**config.mk**
```make
export PLATFORM = sky130hd
export DESIGN_NAME = pwm_timer16
export DESIGN_NICKNAME = d
export VERILOG_FILES = /design/src/rtl/pwm_timer16_pkg.sv /design/src/rtl/pwm_tick_gen.sv /design/src/rtl/pwm_period_ctr.sv /design/src/rtl/pwm_cmp_chan.sv /design/src/rtl/pwm_timer16.sv
export SDC_FILE = /design/constraint.sdc
export NUM_CORES = 1
export LEC_CHECK = 0
export ABC_CLOCK_PERIOD_IN_PS = 5100
export BUFFER_PORTS_ARGS = -buffer_cell sky130_fd_sc_hd__clkbuf_2
export CAP_MARGIN = 10
export CORE_MARGIN = 1.5
export CORE_UTILIZATION = 55
export DETAILED_ROUTE_END_ITERATION = 8
export PLACE_DENSITY_LB_ADDON = 0.3
export SLEW_MARGIN = 20
export SYNTH_ARGS = -nofsm -noshare
export SYNTH_HDL_FRONTEND = slang
export SYNTH_SLANG_ARGS = --single-unit
```
**constraint.sdc**
```tcl
create_clock -name clk -period 5.1 [get_ports clk]
set_input_delay 1.02 -clock clk [delete_from_list [all_inputs] [get_ports clk]]
set_output_delay 1.02 -clock clk [all_outputs]
set_load 0.1 [all_outputs]
```
**src/rtl/pwm_timer16_pkg.sv**
```systemverilog
package pwm_timer16_pkg;

  localparam logic [3:0] WM_TOP_FROM_REG = 4'd14;
  localparam logic [3:0] WM_TOP_FROM_CMPA = 4'd15;

  localparam logic [1:0] OM_OFF    = 2'b00;
  localparam logic [1:0] OM_TOGGLE = 2'b01;
  localparam logic [1:0] OM_NONINV = 2'b10;
  localparam logic [1:0] OM_INV    = 2'b11;

  // number of low prescaler bits that must be all ones for a tick
  function automatic int unsigned presc_bits(input logic [2:0] sel);
    case (sel)
      3'b010:  return 3;
      3'b011:  return 6;
      3'b100:  return 8;
      3'b101:  return 10;
      default: return 0;
    endcase
  endfunction

  // may the toggle code drive this channel in this waveform mode
  function automatic logic toggle_allowed(input logic [1:0] om, input logic is_a,
                                          input logic [3:0] wm);
    return is_a && (om == OM_TOGGLE) && (wm == WM_TOP_FROM_CMPA);
  endfunction

  // is the channel's pin owned by the compare unit
  function automatic logic chan_connected(input logic [1:0] om, input logic is_a,
                                          input logic [3:0] wm);
    return om[1] || toggle_allowed(om, is_a, wm);
  endfunction

  // waveform level after a tick: BOTTOM action has priority over a match
  function automatic logic next_level(input logic [1:0] om, input logic cur,
                                      input logic at_bottom, input logic hit,
                                      input logic tgl_ok);
    if (om[1]) begin
      if (at_bottom) return ~om[0];
      if (hit) return om[0];
      return cur;
    end
    if (tgl_ok && hit) return ~cur;
    return cur;
  endfunction

endpackage

```
**src/rtl/pwm_tick_gen.sv**
```systemverilog
module pwm_tick_gen #(
  parameter int PRESC_W = 10,
  parameter int SYNC_STAGES = 2
) (
  input  logic       clk,
  input  logic       rst_n,
  input  logic [2:0] clk_sel,
  input  logic       ext_clk,
  output logic       tick
);
  import pwm_timer16_pkg::*;

  localparam int LAST = SYNC_STAGES - 1;

  logic [PRESC_W-1:0]     presc_q;
  logic [PRESC_W-1:0]     presc_mask;
  logic [SYNC_STAGES-1:0] sync_q;
  logic                   prev_q;
  logic                   ext_rise;
  logic                   ext_fall;
  logic                   presc_hit;

  always_ff @(posedge clk or negedge rst_n) begin
    if (!rst_n) presc_q <= '0;
    else        presc_q <= presc_q + 1'b1;
  end

  generate
    if (SYNC_STAGES == 1) begin : g_sync1
      always_ff @(posedge clk or negedge rst_n) begin
        if (!rst_n) sync_q <= '0;
        else        sync_q <= ext_clk;
      end
    end else begin : g_syncn
      always_ff @(posedge clk or negedge rst_n) begin
        if (!rst_n) sync_q <= '0;
        else        sync_q <= {sync_q[SYNC_STAGES-2:0], ext_clk};
      end
    end
  endgenerate

  always_ff @(posedge clk or negedge rst_n) begin
    if (!rst_n) prev_q <= 1'b0;
    else        prev_q <= sync_q[LAST];
  end

  assign ext_rise   = sync_q[LAST] & ~prev_q;
  assign ext_fall   = ~sync_q[LAST] & prev_q;
  assign presc_mask = PRESC_W'((32'd1 << presc_bits(clk_sel)) - 32'd1);
  assign presc_hit  = ((presc_q & presc_mask) == presc_mask);

  always_comb begin
    case (clk_sel)
      3'b000:  tick = 1'b0;
      3'b110:  tick = ext_fall;
      3'b111:  tick = ext_rise;
      default: tick = presc_hit;
    endcase
  end

endmodule

```
**src/rtl/pwm_period_ctr.sv**
```systemverilog
module pwm_period_ctr #(
  parameter int CNT_W = 16
) (
  input  logic             clk,
  input  logic             rst_n,
  input  logic             tick,
  input  logic [3:0]       wave_mode,
  input  logic             top_wr,
  input  logic [CNT_W-1:0] top_din,
  input  logic             cmp_a_wr,
  input  logic [CNT_W-1:0] cmp_a_din,
  input  logic             cmp_b_wr,
  input  logic [CNT_W-1:0] cmp_b_din,
  output logic [CNT_W-1:0] cnt,
  output logic [CNT_W-1:0] top_eff,
  output logic [CNT_W-1:0] cmp_a_act,
  output logic [CNT_W-1:0] cmp_b_act,
  output logic             wrap
);
  import pwm_timer16_pkg::*;

  logic [CNT_W-1:0] top_buf, cmp_a_buf, cmp_b_buf, top_act;

  assign top_eff = (wave_mode == WM_TOP_FROM_CMPA) ? cmp_a_act : top_act;
  assign wrap    = tick && (cnt == top_eff);

  always_ff @(posedge clk or negedge rst_n) begin
    if (!rst_n) begin
      top_buf   <= '0;
      cmp_a_buf <= '0;
      cmp_b_buf <= '0;
    end else begin
      if (top_wr)   top_buf   <= top_din;
      if (cmp_a_wr) cmp_a_buf <= cmp_a_din;
      if (cmp_b_wr) cmp_b_buf <= cmp_b_din;
    end
  end

  always_ff @(posedge clk or negedge rst_n) begin
    if (!rst_n) begin
      cnt       <= '0;
      top_act   <= '0;
      cmp_a_act <= '0;
      cmp_b_act <= '0;
    end else if (wrap) begin
      cnt       <= '0;
      top_act   <= top_buf;
      cmp_a_act <= cmp_a_buf;
      cmp_b_act <= cmp_b_buf;
    end else if (tick) begin
      cnt <= cnt + 1'b1;
    end
  end

endmodule

```
**src/rtl/pwm_cmp_chan.sv**
```systemverilog
module pwm_cmp_chan #(
  parameter int   CNT_W = 16,
  parameter logic IS_A  = 1'b1
) (
  input  logic             clk,
  input  logic             rst_n,
  input  logic             tick,
  input  logic             wrap,
  input  logic [CNT_W-1:0] cnt,
  input  logic [CNT_W-1:0] cmp,
  input  logic [CNT_W-1:0] top_eff,
  input  logic [1:0]       om,
  input  logic [3:0]       wave_mode,
  input  logic             dir,
  output logic             hit,
  output logic             pin,
  output logic             oe
);
  import pwm_timer16_pkg::*;

  logic level_q;
  logic ignore_match;
  logic owned;

  assign ignore_match = om[1] && (cmp == top_eff);
  assign hit          = tick && (cnt == cmp) && !ignore_match;
  assign owned        = chan_connected(om, IS_A, wave_mode);

  always_ff @(posedge clk or negedge rst_n) begin
    if (!rst_n) level_q <= 1'b0;
    else if (tick)
      level_q <= next_level(om, level_q, wrap, hit, toggle_allowed(om, IS_A, wave_mode));
  end

  assign pin = owned & level_q;
  assign oe  = owned & dir;

endmodule

```
**src/rtl/pwm_timer16.sv**
```systemverilog
module pwm_timer16 #(
  parameter int CNT_W = 16,
  parameter int PRESC_W = 10,
  parameter int SYNC_STAGES = 2
) (
  input  logic             clk,
  input  logic             rst_n,
  input  logic [2:0]       clk_sel,
  input  logic [3:0]       wave_mode,
  input  logic [1:0]       mode_a,
  input  logic [1:0]       mode_b,
  input  logic             dir_a,
  input  logic             dir_b,
  input  logic             ext_clk,
  input  logic             top_wr,
  input  logic [CNT_W-1:0] top_din,
  input  logic             cmp_a_wr,
  input  logic [CNT_W-1:0] cmp_a_din,
  input  logic             cmp_b_wr,
  input  logic [CNT_W-1:0] cmp_b_din,
  output logic [CNT_W-1:0] cnt_o,
  output logic             pwm_a,
  output logic             pwm_b,
  output logic             oe_a,
  output logic             oe_b
);

  logic             tick;
  logic             wrap;
  logic             hit_a;
  logic             hit_b;
  logic [CNT_W-1:0] top_eff;
  logic [CNT_W-1:0] cmp_a_act;
  logic [CNT_W-1:0] cmp_b_act;

  pwm_tick_gen #(.PRESC_W(PRESC_W), .SYNC_STAGES(SYNC_STAGES)) u_tick (
    .clk(clk), .rst_n(rst_n), .clk_sel(clk_sel), .ext_clk(ext_clk), .tick(tick)
  );

  pwm_period_ctr #(.CNT_W(CNT_W)) u_ctr (
    .clk(clk), .rst_n(rst_n), .tick(tick), .wave_mode(wave_mode),
    .top_wr(top_wr), .top_din(top_din),
    .cmp_a_wr(cmp_a_wr), .cmp_a_din(cmp_a_din),
    .cmp_b_wr(cmp_b_wr), .cmp_b_din(cmp_b_din),
    .cnt(cnt_o), .top_eff(top_eff), .cmp_a_act(cmp_a_act), .cmp_b_act(cmp_b_act),
    .wrap(wrap)
  );

  pwm_cmp_chan #(.CNT_W(CNT_W), .IS_A(1'b1)) u_chan_a (
    .clk(clk), .rst_n(rst_n), .tick(tick), .wrap(wrap), .cnt(cnt_o),
    .cmp(cmp_a_act), .top_eff(top_eff), .om(mode_a), .wave_mode(wave_mode),
    .dir(dir_a), .hit(hit_a), .pin(pwm_a), .oe(oe_a)
  );

  pwm_cmp_chan #(.CNT_W(CNT_W), .IS_A(1'b0)) u_chan_b (
    .clk(clk), .rst_n(rst_n), .tick(tick), .wrap(wrap), .cnt(cnt_o),
    .cmp(cmp_b_act), .top_eff(top_eff), .om(mode_b), .wave_mode(wave_mode),
    .dir(dir_b), .hit(hit_b), .pin(pwm_b), .oe(oe_b)
  );

endmodule

```
---- Word level (Yosys, flattened, before mapping) ----
Cells that the tools add are included.
operators by class
  $add $sub $neg .......................... 3
  multiply operators ...................... 0
  div/mod/pow operators ................... 0
  magnitude comparators ................... 0
  equal/unequal tests ..................... 15
  shifts and indexed selects .............. 1
  muxes and demuxes ....................... 38
  bitwise logic cells ..................... 12
  reductions and logical operators ........ 17
operators with widths
  kind                                                                      number
  16-bit == test                                                            5
  16-bit two-way mux                                                        3
  1-bit two-way mux                                                         33
  16-bit by 1-bit adder with 16-bit output (second input constant)          1
  4-bit one-hot mux with 4 select lines                                     1
  3-bit == test (second input constant)                                     4
  10-bit by 1-bit adder with 10-bit output (second input constant)          1
  10-bit AND                                                                1
  10-bit == test                                                            1
  1-bit by 4-bit << shifter with 10-bit output (first input constant)       1
  10-bit by 1-bit subtractor with 10-bit output (second input constant)     1
  1-bit logical AND                                                         9
  1-bit AND                                                                 6
  3-bit by 2-bit == test with 1-bit output (second input constant)          2
  1-bit NOT                                                                 5
  4-bit == test (second input constant)                                     1
  2-bit nonzero test                                                        2
  3-bit logical NOT                                                         1
  3-bit by 1-bit inequality test with 1-bit output (second input constant)  1
  1-bit one-hot mux with 3 select lines                                     1
  3-bit AND reduction                                                       1
  2-bit by 1-bit == test with 1-bit output (second input constant)          1
  1-bit logical NOT                                                         2
  2-bit AND reduction                                                       1
  1-bit logical OR                                                          1
word-level totals
  flip-flop bits (word level) ............. 127
  latch bits .............................. 0
  RAM bits ................................ 0
  ROM bits ................................ 0
  input port bits ......................... 67
  output and inout port bits .............. 20
  logic and storage cells ................. 98
  memories kept ........................... 0

---- Longest topological paths before layout ----
Gate-level depths: netlist of run 1.
  depth in word-level cells ............... 20
  gate-level depth with buffers ........... 11
  gate-level depth less buffers ........... 10

---- Modules after synthesis ----
From an unflattened synthesis of run 1, not the netlist that was laid out.
second synthesis, totals
  cells, all modules ...................... 567
  area total of the unflattened synthesis .. 6,688.9 µm²
modules (own cells, without submodules)
  module                   times used  cells an instance  area an instance (µm²)  sequential area each (µm²)
  pwm_period_ctr           1           384                5,086.1                 2,802.7
  pwm_tick_gen             1           61                 635.6                   325.3
  pwm_cmp_chan (u_chan_a)  1           68                 523.0                   25.0
  pwm_cmp_chan (u_chan_b)  1           54                 444.2                   25.0

---- Worst setup path after synthesis of run 1 ----
Ideal clock, no wire load.
  path kind ............................... input to output
  start ................................... input port wave_mode[2]
  end ..................................... output port oe_a
  data arrival time ....................... 2.958 ns
  required time ........................... 4.080 ns
  path slack .............................. 1.122 ns
  cell stages on the path ................. 5
  path buffers ............................ 2
  cell sequence ........................... and4_1 -> buf_2 -> buf_2 -> a21oi_1 -> nor2b_1
between the ends
  word-level cells in the longest chain between the ends .. 4
ends and longest elaborated chain
  element            line                   source
  start, declared    pwm_timer16.sv:9       input logic [3:0] wave_mode,
  4-bit == test      -
  1-bit logical AND  pwm_timer16_pkg.sv:25  return is_a && (om == OM_TOGGLE) && (wm == WM_TOP_FROM_CMPA);
  1-bit logical OR   pwm_timer16_pkg.sv:31  return om[1] || toggle_allowed(om, is_a, wm);
  1-bit AND          pwm_cmp_chan.sv:36     assign oe = owned & dir;
  end, declared      pwm_timer16.sv:24      output logic oe_a,
Every way passes these cells.

---- Worst setup path in the final report of run 1 ----
  start ................................... input port wave_mode[2]
  end ..................................... output port pwm_a
between the ends
  word-level cells in the longest chain between the ends .. 4
ends and longest elaborated chain
  element            line                   source
  4-bit == test      -
  1-bit logical AND  pwm_timer16_pkg.sv:25
  1-bit logical OR   pwm_timer16_pkg.sv:31
  1-bit AND          pwm_cmp_chan.sv:35     assign pin = owned & level_q;
  end, declared      pwm_timer16.sv:22      output logic pwm_a,
Every way passes these cells.

==> flow_summary.yaml, run 1 <==
outcome:
  status: "finished clean"
setup_path:
  crit_path_top_delay_cell: "and4_1"
  cp_slowest_stage_delay_ps: 690
  critPathLaunchType: "input port"
  path_buf_inv: 2
  r2r_cells: 9
  end_kind: "primary output"
  cpMostUsedCell: "clkbuf_2"
  cp_data_arrival_time_ps: 2650
  crit_chain: "clkbuf_2 -> and4_1 -> a21oi_1 -> nor2b_1 -> clkbuf_2"
  crit-reg2reg-launch: "u_ctr.cnt[12]$_DFFE_PN0P_"
  worst_r2r_endpoint: "u_chan_a.level_q$_DFFE_PN0P_"
  critical_path_required_ps: 4080
  crit_fanout: 17
  reg2reg_slack_ps: 1970
  critical_path_class: "in -> out"
  crit_family: "simple AND/OR/NAND/NOR gates"
timing:
  fmax_ghz: 0.2721
  slew_headroom: 0.3350
  period_needed_ps: 3675
  finalSetupViolations: 0
  drv_slew: 0
  skew_ps: 9.255
  finalCritPeriodShare: 0.7206
  rsz0062_at_grt: "no"
  hold_violations: 0
  tns_ps: 0
  tightestPinTransition_ps: 994.9
clock_network:
  clockBufferDepth: 2
  h-tree-depth: 4
  post_cts_resized: 0
  cts_made_buffers: 17
  postCtsHoldBufs: 0
  cts_tree: "yes"
  path_clk_slew_ps: 60
  root_buffer: "clkbuf_16"
  clkSinkCount: 127
  postCtsSetupBuffers: 0
  insertion_delay_ps: 430
routing:
  firstDrtPassIters: 7
  routed_wl_um: 16480
  drt_iter0_drc: 444
  route.detailed.drc: 0
  vias_per_cell: 5.912
  vias: 4842
  ant_nets: 0
  wl_per_cell_um: 20.12
place:
  port_buffers: 86
  dp.cells: 787
  gp_congestion: 0.9639
  dpl.hpwl_um: 12010
global_route:
  grt_antenna_before_repair: 0
  grt.total_usage: 0.2834
  grt_max_degree: 51
  grt_pass1_wl_um: 26650
  grt_pass1_vias: 4947
  grt_overflow: 0
logic_synthesis:
  synth_top_area_frac: 0.4908
  synthCells: 584
  synth_edf_count: 0
  synthTopCellsByArea: "dfrtp_1 (49%), mux2_2 (14%), xor2_1 (8.1%)"
  synth_warnings: 0
  ys_types: 51
  async_reset_ff_frac: 1.000
  netlist_area_sq_um: 6475
  synth_seq_area_share: 0.4908
  syn-num-nets: 654
  syn_area_per_cell_sq_um: 11.09
  ys_seq_elements: 127
  yosys_most_used_dff: "dfrtp_1"
  synth_top_cell_by_area: "dfrtp_1"
hold_path:
  hold_path.class: "reg -> reg"
  holdPathStages: 0
  min-delay-start: "u_tick.sync_q[0]$_DFF_PN0_"
  min_delay_worst_endpoint: "u_tick.sync_q[1]$_DFF_PN0_"
floorplan:
  fp-row-count: 39
  start_util: 0.5646
  die-area_sq_um: 12430
  die_h_um: 111.5
  io_pins: 87
  design.core.area_sq_um: 11470
  fp.dieW_um: 111.5
power:
  ir_drop_mv: 0.3827
  leakagePower_nw: 3.631
  pwr_density_cell_nw_per_um2: 367.0
layout:
  final_cell_mix: "dfrtp_1 (127), clkbuf_2 (85), mux2_2 (82)"
  drive_gt1_frac: 0.3107
  layoutNonFillerInstCount: 819
  antennaDiodeCount: 0
  syn2layout_area_growth_pct: 16.97
  n_fill_cell: 879
  layout_commonest_cell: "dfrtp_1"
  nets: 733
flow_run:
  max_cap_violations: 0
## routing by layer
layer	vias up	global-route usage	wire length, um	share of wire
met2	180	0.4589	8080	0.49
met5	-	0	0	0
met3	25	0.07131	1118	0.068
li1	2224	-	-	-
met4	0	0.09705	274	0.017
met1	2413	0.3753	7009	0.43
## per-stage QoR
stage            util  power (mW)  area, sq um  worst slack (ps)  hold slack, ps
6_report       0.6604       2.779         7574              1425           358.2
2_1_floorplan       -       1.466         6475              1122           331.2
4_1_cts        0.6604       2.806         7574              1454           361.1
3_3_place_gp   0.6088       1.584         6982              1268           343.9
3_5_place_dp   0.6089       1.597         6983              1153           338.0
5_1_grt        0.6604       2.886         7574              1245           362.8
## state kept, by name, summed over array words and instances, names as in the netlist, 10 cells and up
signal / flops
u_ctr.cmp_a_act: 16
u_ctr.cmp_a_buf: 16
u_ctr.cmp_b_act: 16
u_ctr.cmp_b_buf: 16
u_ctr.cnt: 16
u_ctr.top_act: 16
u_ctr.top_buf: 16
u_tick.presc_q: 10
## area by class of cell
type / instances / area [sq um] / area share
Inverter: 25 / 93.84 / 0.01239
Tap cell: 143 / 178.9 / 0.02362
Clock buffer: 20 / 456.7 / 0.06030
Multi-Input combinational cell: 400 / 3054 / 0.4033
Timing Repair Buffer: 92 / 478.0 / 0.06311
Sequential cell: 127 / 3178 / 0.4196
Clock inverter: 12 / 133.9 / 0.01768
## cells by family after synthesis
kind of cell    after synthesis  share of synthesized area
buf+inv                      57                    0.03787
other cells                   1                  0.0005792
fa+ha+maj                     3                   0.005798
compound gates               79                    0.08464
simple gates                146                     0.1161
mux                          88                     0.1519
xor+xnor                     83                     0.1123
flops                       127                     0.4908
## worst max-delay path by stage
stage                       startpoint                           end  slack, ps  depth (start not counted)
after floorplan           wave_mode[2]                          oe_a       1120                          5
after global placement      clk_sel[2]  u_chan_a.level_q$_DFFE_PN0P_       1270                         13
after detailed placement    clk_sel[2]  u_chan_a.level_q$_DFFE_PN0P_       1150                         13
after CTS                 wave_mode[2]                         pwm_a       1450                          5
after global routing      wave_mode[2]  u_chan_a.level_q$_DFFE_PN0P_       1240                         10
final                     wave_mode[2]                         pwm_a       1430                          5
## synthesized netlist by cell type, drive strengths merged (4+ instances only)
| cell type | number |
|---|---|
| a21oi | 12 |
| nand4 | 8 |
| nand2b | 8 |
| xor2 | 60 |
| inv | 25 |
| clkbuf | 20 |
| and4 | 5 |
| o22ai | 7 |
| a2111oi | 5 |
| o221ai | 4 |
| and2 | 5 |
| nor2b | 8 |
| mux2 | 82 |
| a211oi | 4 |
| mux2i | 6 |
| o21ai | 20 |
| nor4 | 14 |
| and3 | 9 |
| a31oi | 5 |
| nand3 | 13 |
| nor2 | 27 |
| o211ai | 4 |
| dfrtp | 127 |
| xnor2 | 23 |
| nand2 | 38 |
| buf | 12 |
| nor3 | 5 |
## report_power, final
| part | internal [mW] | switching, mW |
|---|---|---|
| Sequential | 1.07 | 0.0939 |
| Combinational | 0.134 | 0.287 |
| Clock | 0.746 | 0.451 |
| Total | 1.95 | 0.832 |
Power figures use the tool's default switching activity.
==> run 2: changes to the inputs <==
--- a/config.mk
+++ b/config.mk
@@ -5,7 +5,8 @@
 export SDC_FILE = /design/constraint.sdc
 export NUM_CORES = 1
 export LEC_CHECK = 0
-export ABC_CLOCK_PERIOD_IN_PS = 5100
+export ABC_AREA = 1
+export ABC_CLOCK_PERIOD_IN_PS = 3520
 export BUFFER_PORTS_ARGS = -buffer_cell sky130_fd_sc_hd__clkbuf_2
 export CAP_MARGIN = 10
 export CORE_MARGIN = 1.5
==> constraint.sdc (replaced) <==
create_clock -name clk -period 3.52 [get_ports clk]
set_input_delay 0.704 -clock clk [delete_from_list [all_inputs] [get_ports clk]]
set_output_delay 0.704 -clock clk [all_outputs]
set_load 0.1 [all_outputs]
==> flow_summary.yaml, run 2 <==
place:
  place_ws_ps: 466.7
  gp_congestion: 0.9245
  dpl.hpwl_um: 13080
  dpl_cell_area_sq_um: 7591
  port_buffers: 86
timing:
  drv_slew: 0
  rsz0062_at_grt: "no"
  slew_headroom: 0.5433
  hold_violations: 0
  tns_ps: 0
  finalSetupViolations: 0
  tightestPinTransition_ps: 682.7
  fmax_ghz: 0.3492
  skew_ps: 6.389
  period_needed_ps: 2863
  postLayoutSetupSlackWorst_ps: 656.6
  finalCritPeriodShare: 0.8135
logic_synthesis:
  yosys-top-cells-count: "nand2_1 (310), inv_1 (132), dfrtp_1 (127)"
  syn-num-nets: 1042
  async_reset_ff_frac: 1.000
  ys_seq_elements: 127
  syn_area_per_cell_sq_um: 7.201
  synth_warnings: 0
  synth_top_area_frac: 0.4541
  synth_edf_count: 0
  synthTopCellsByArea: "dfrtp_1 (45%), nand2_1 (17%), inv_1 (7.1%)"
  netlist_area_sq_um: 6999
  yosys_most_used_dff: "dfrtp_1"
  synthCells: 972
  synth_seq_area_share: 0.4541
  ys_types: 29
  synth_top_cell_by_area: "dfrtp_1"
  synth.most_common_cell: "nand2_1"
hold_path:
  hold_path.class: "in -> async"
clock_network:
  h-tree-depth: 4
  path_clk_slew_ps: 50
  post_cts_resized: 0
  clockBufferDepth: 2
  insertion_delay_ps: 420
  root_buffer: "clkbuf_16"
  postCtsSetupBuffers: 0
  cts_made_buffers: 17
  cts_tree: "yes"
  postCtsHoldBufs: 0
  clkSinkCount: 127
floorplan:
  design.core.area_sq_um: 12520
  fp.dieW_um: 115.8
  fp-row-count: 41
  die_h_um: 115.8
  io_pins: 87
  die-area_sq_um: 13410
  start_util: 0.5592
layout:
  nets: 1122
  final_cell_mix: "nand2_1 (309), inv_1 (132), dfrtp_1 (127)"
  drive_gt1_frac: 0.1305
  antennaDiodeCount: 0
  syn2layout_area_growth_pct: 16.62
  final_area_sq_um: 8163
  layout_commonest_cell: "nand2_1"
power:
  p_total_mw: 4.426
  pwr_density_cell_nw_per_um2: 542.2
  ir_drop_mv: 0.3244
  leakagePower_nw: 4.140
global_route:
  grt_max_degree: 60
  grt_pass1_vias: 6176
  use_met2: 0.4804
  met1_usage: 0.3716
  grt_pass1_wl_um: 29460
  grt_antenna_before_repair: 0
  grt.total_usage: 0.2867
  use_met3: 0.05073
  grt_overflow: 0
  gr-max-usage-layer: "met2"
routing:
  vias: 6416
  ant_nets: 0
  routed_wl_um: 17750
  wl_per_cell_um: 14.35
  drt_iter0_drc: 461
  firstDrtPassIters: 5
  route.detailed.drc: 0
  vias_per_cell: 5.187
setup_path:
  critical_path_required_ps: 2820
  crit-reg2reg-launch: "u_ctr.cnt[0]$_DFFE_PN0P_"
  cp_data_arrival_time_ps: 2160
  r2r_cells: 9
  reg2reg_slack_ps: 1150
  worst_r2r_endpoint: "u_ctr.cnt[14]$_DFFE_PN0P_"
  startpoint: "wave_mode[3]"
  crit_fanout: 23
  critPathCapture: "oe_a"
  critical_path_class: "in -> out"
  end_kind: "primary output"
  critPathLaunchType: "input port"
outcome:
  status: "finished clean"
flow_run:
  max_cap_violations: 0
## run 2: changes by cell type after synthesis, sizes merged, moves of 39 or more
cell   previous run  this run
nand2            38       314
inv              25       132
o21ai            20       107
mux2             82         0
nand3            13        85
nor2             27        66
## run 2: where the power goes
group / leakage [nW] / internal [mW] / switching, mW
Clock: 0.271 / 1.04 / 0.629
Combinational: 2.24 / 0.241 / 0.782
Sequential: 1.63 / 1.56 / 0.168
## run 2: final cells by class
| type | instances | area [sq um] |
|---|---|---|
| fill | 1149 | 4354 |
| sequential | 127 | 3178 |
| multi-input combinational | 677 | 3149 |
| timing repair buffer | 97 | 553.0 |
| inverter | 132 | 495.5 |
| clock buffer | 23 | 488.0 |
| tap | 172 | 215.2 |
| clock inverter | 9 | 83.83 |
## run 2: cells by family (layout without fill, tap and decap cells)
kind of cell,Yosys count,in the layout,share of synthesized area
and+or+nand+nor,508,508,0.3059
buffers and inverters,168,261,0.09635
AOI/OAI and AO/OA,130,130,0.09403
DFF,127,127,0.4541
xor gates and xnor gates,35,35,0.04380
adders and majority gates,3,3,0.005363
other,1,1,0.0005358
## run 2: through the flow
step / hold slack [ps] / utilization / cells
5_1_grt: 259.6 / 0.6521 / 1237
3_5_place_dp: 340.4 / 0.6065 / 1205
4_1_cts: 241.8 / 0.6521 / 1237
3_3_place_gp: 334.3 / 0.6065 / 1205
6_report: 245.3 / 0.6521 / 1237
2_1_floorplan: 331.2 / - / 972
## run 2: how the worst min path moves through the flow
stage | to | start | slack [ps]
after floorplan | u_tick.sync_q[1]$_DFF_PN0_ | u_tick.sync_q[0]$_DFF_PN0_ | 330
after global placement | u_tick.sync_q[1]$_DFF_PN0_ | u_tick.sync_q[0]$_DFF_PN0_ | 330
after detailed placement | u_tick.sync_q[1]$_DFF_PN0_ | u_tick.sync_q[0]$_DFF_PN0_ | 340
after CTS | u_ctr.cnt[12]$_DFFE_PN0P_ | rst_n | 240
after global routing | u_ctr.cmp_b_buf[3]$_DFFE_PN0P_ | rst_n | 260
final | u_ctr.cnt[12]$_DFFE_PN0P_ | rst_n | 250
## run 2: metal layers
layer	part of all wire	vias to the layer above
met3	0.057	34
met1	0.44	2972
met2	0.48	190
met4	0.019	0
li1	-	3220
met5	0	-
## run 2: critical path, stage by stage
cell and delay (ps):
clkbuf_2 80, nand2_2 70, nor2_4 460, nand2_1 200, a21boi_1 170, clkbuf_2 470
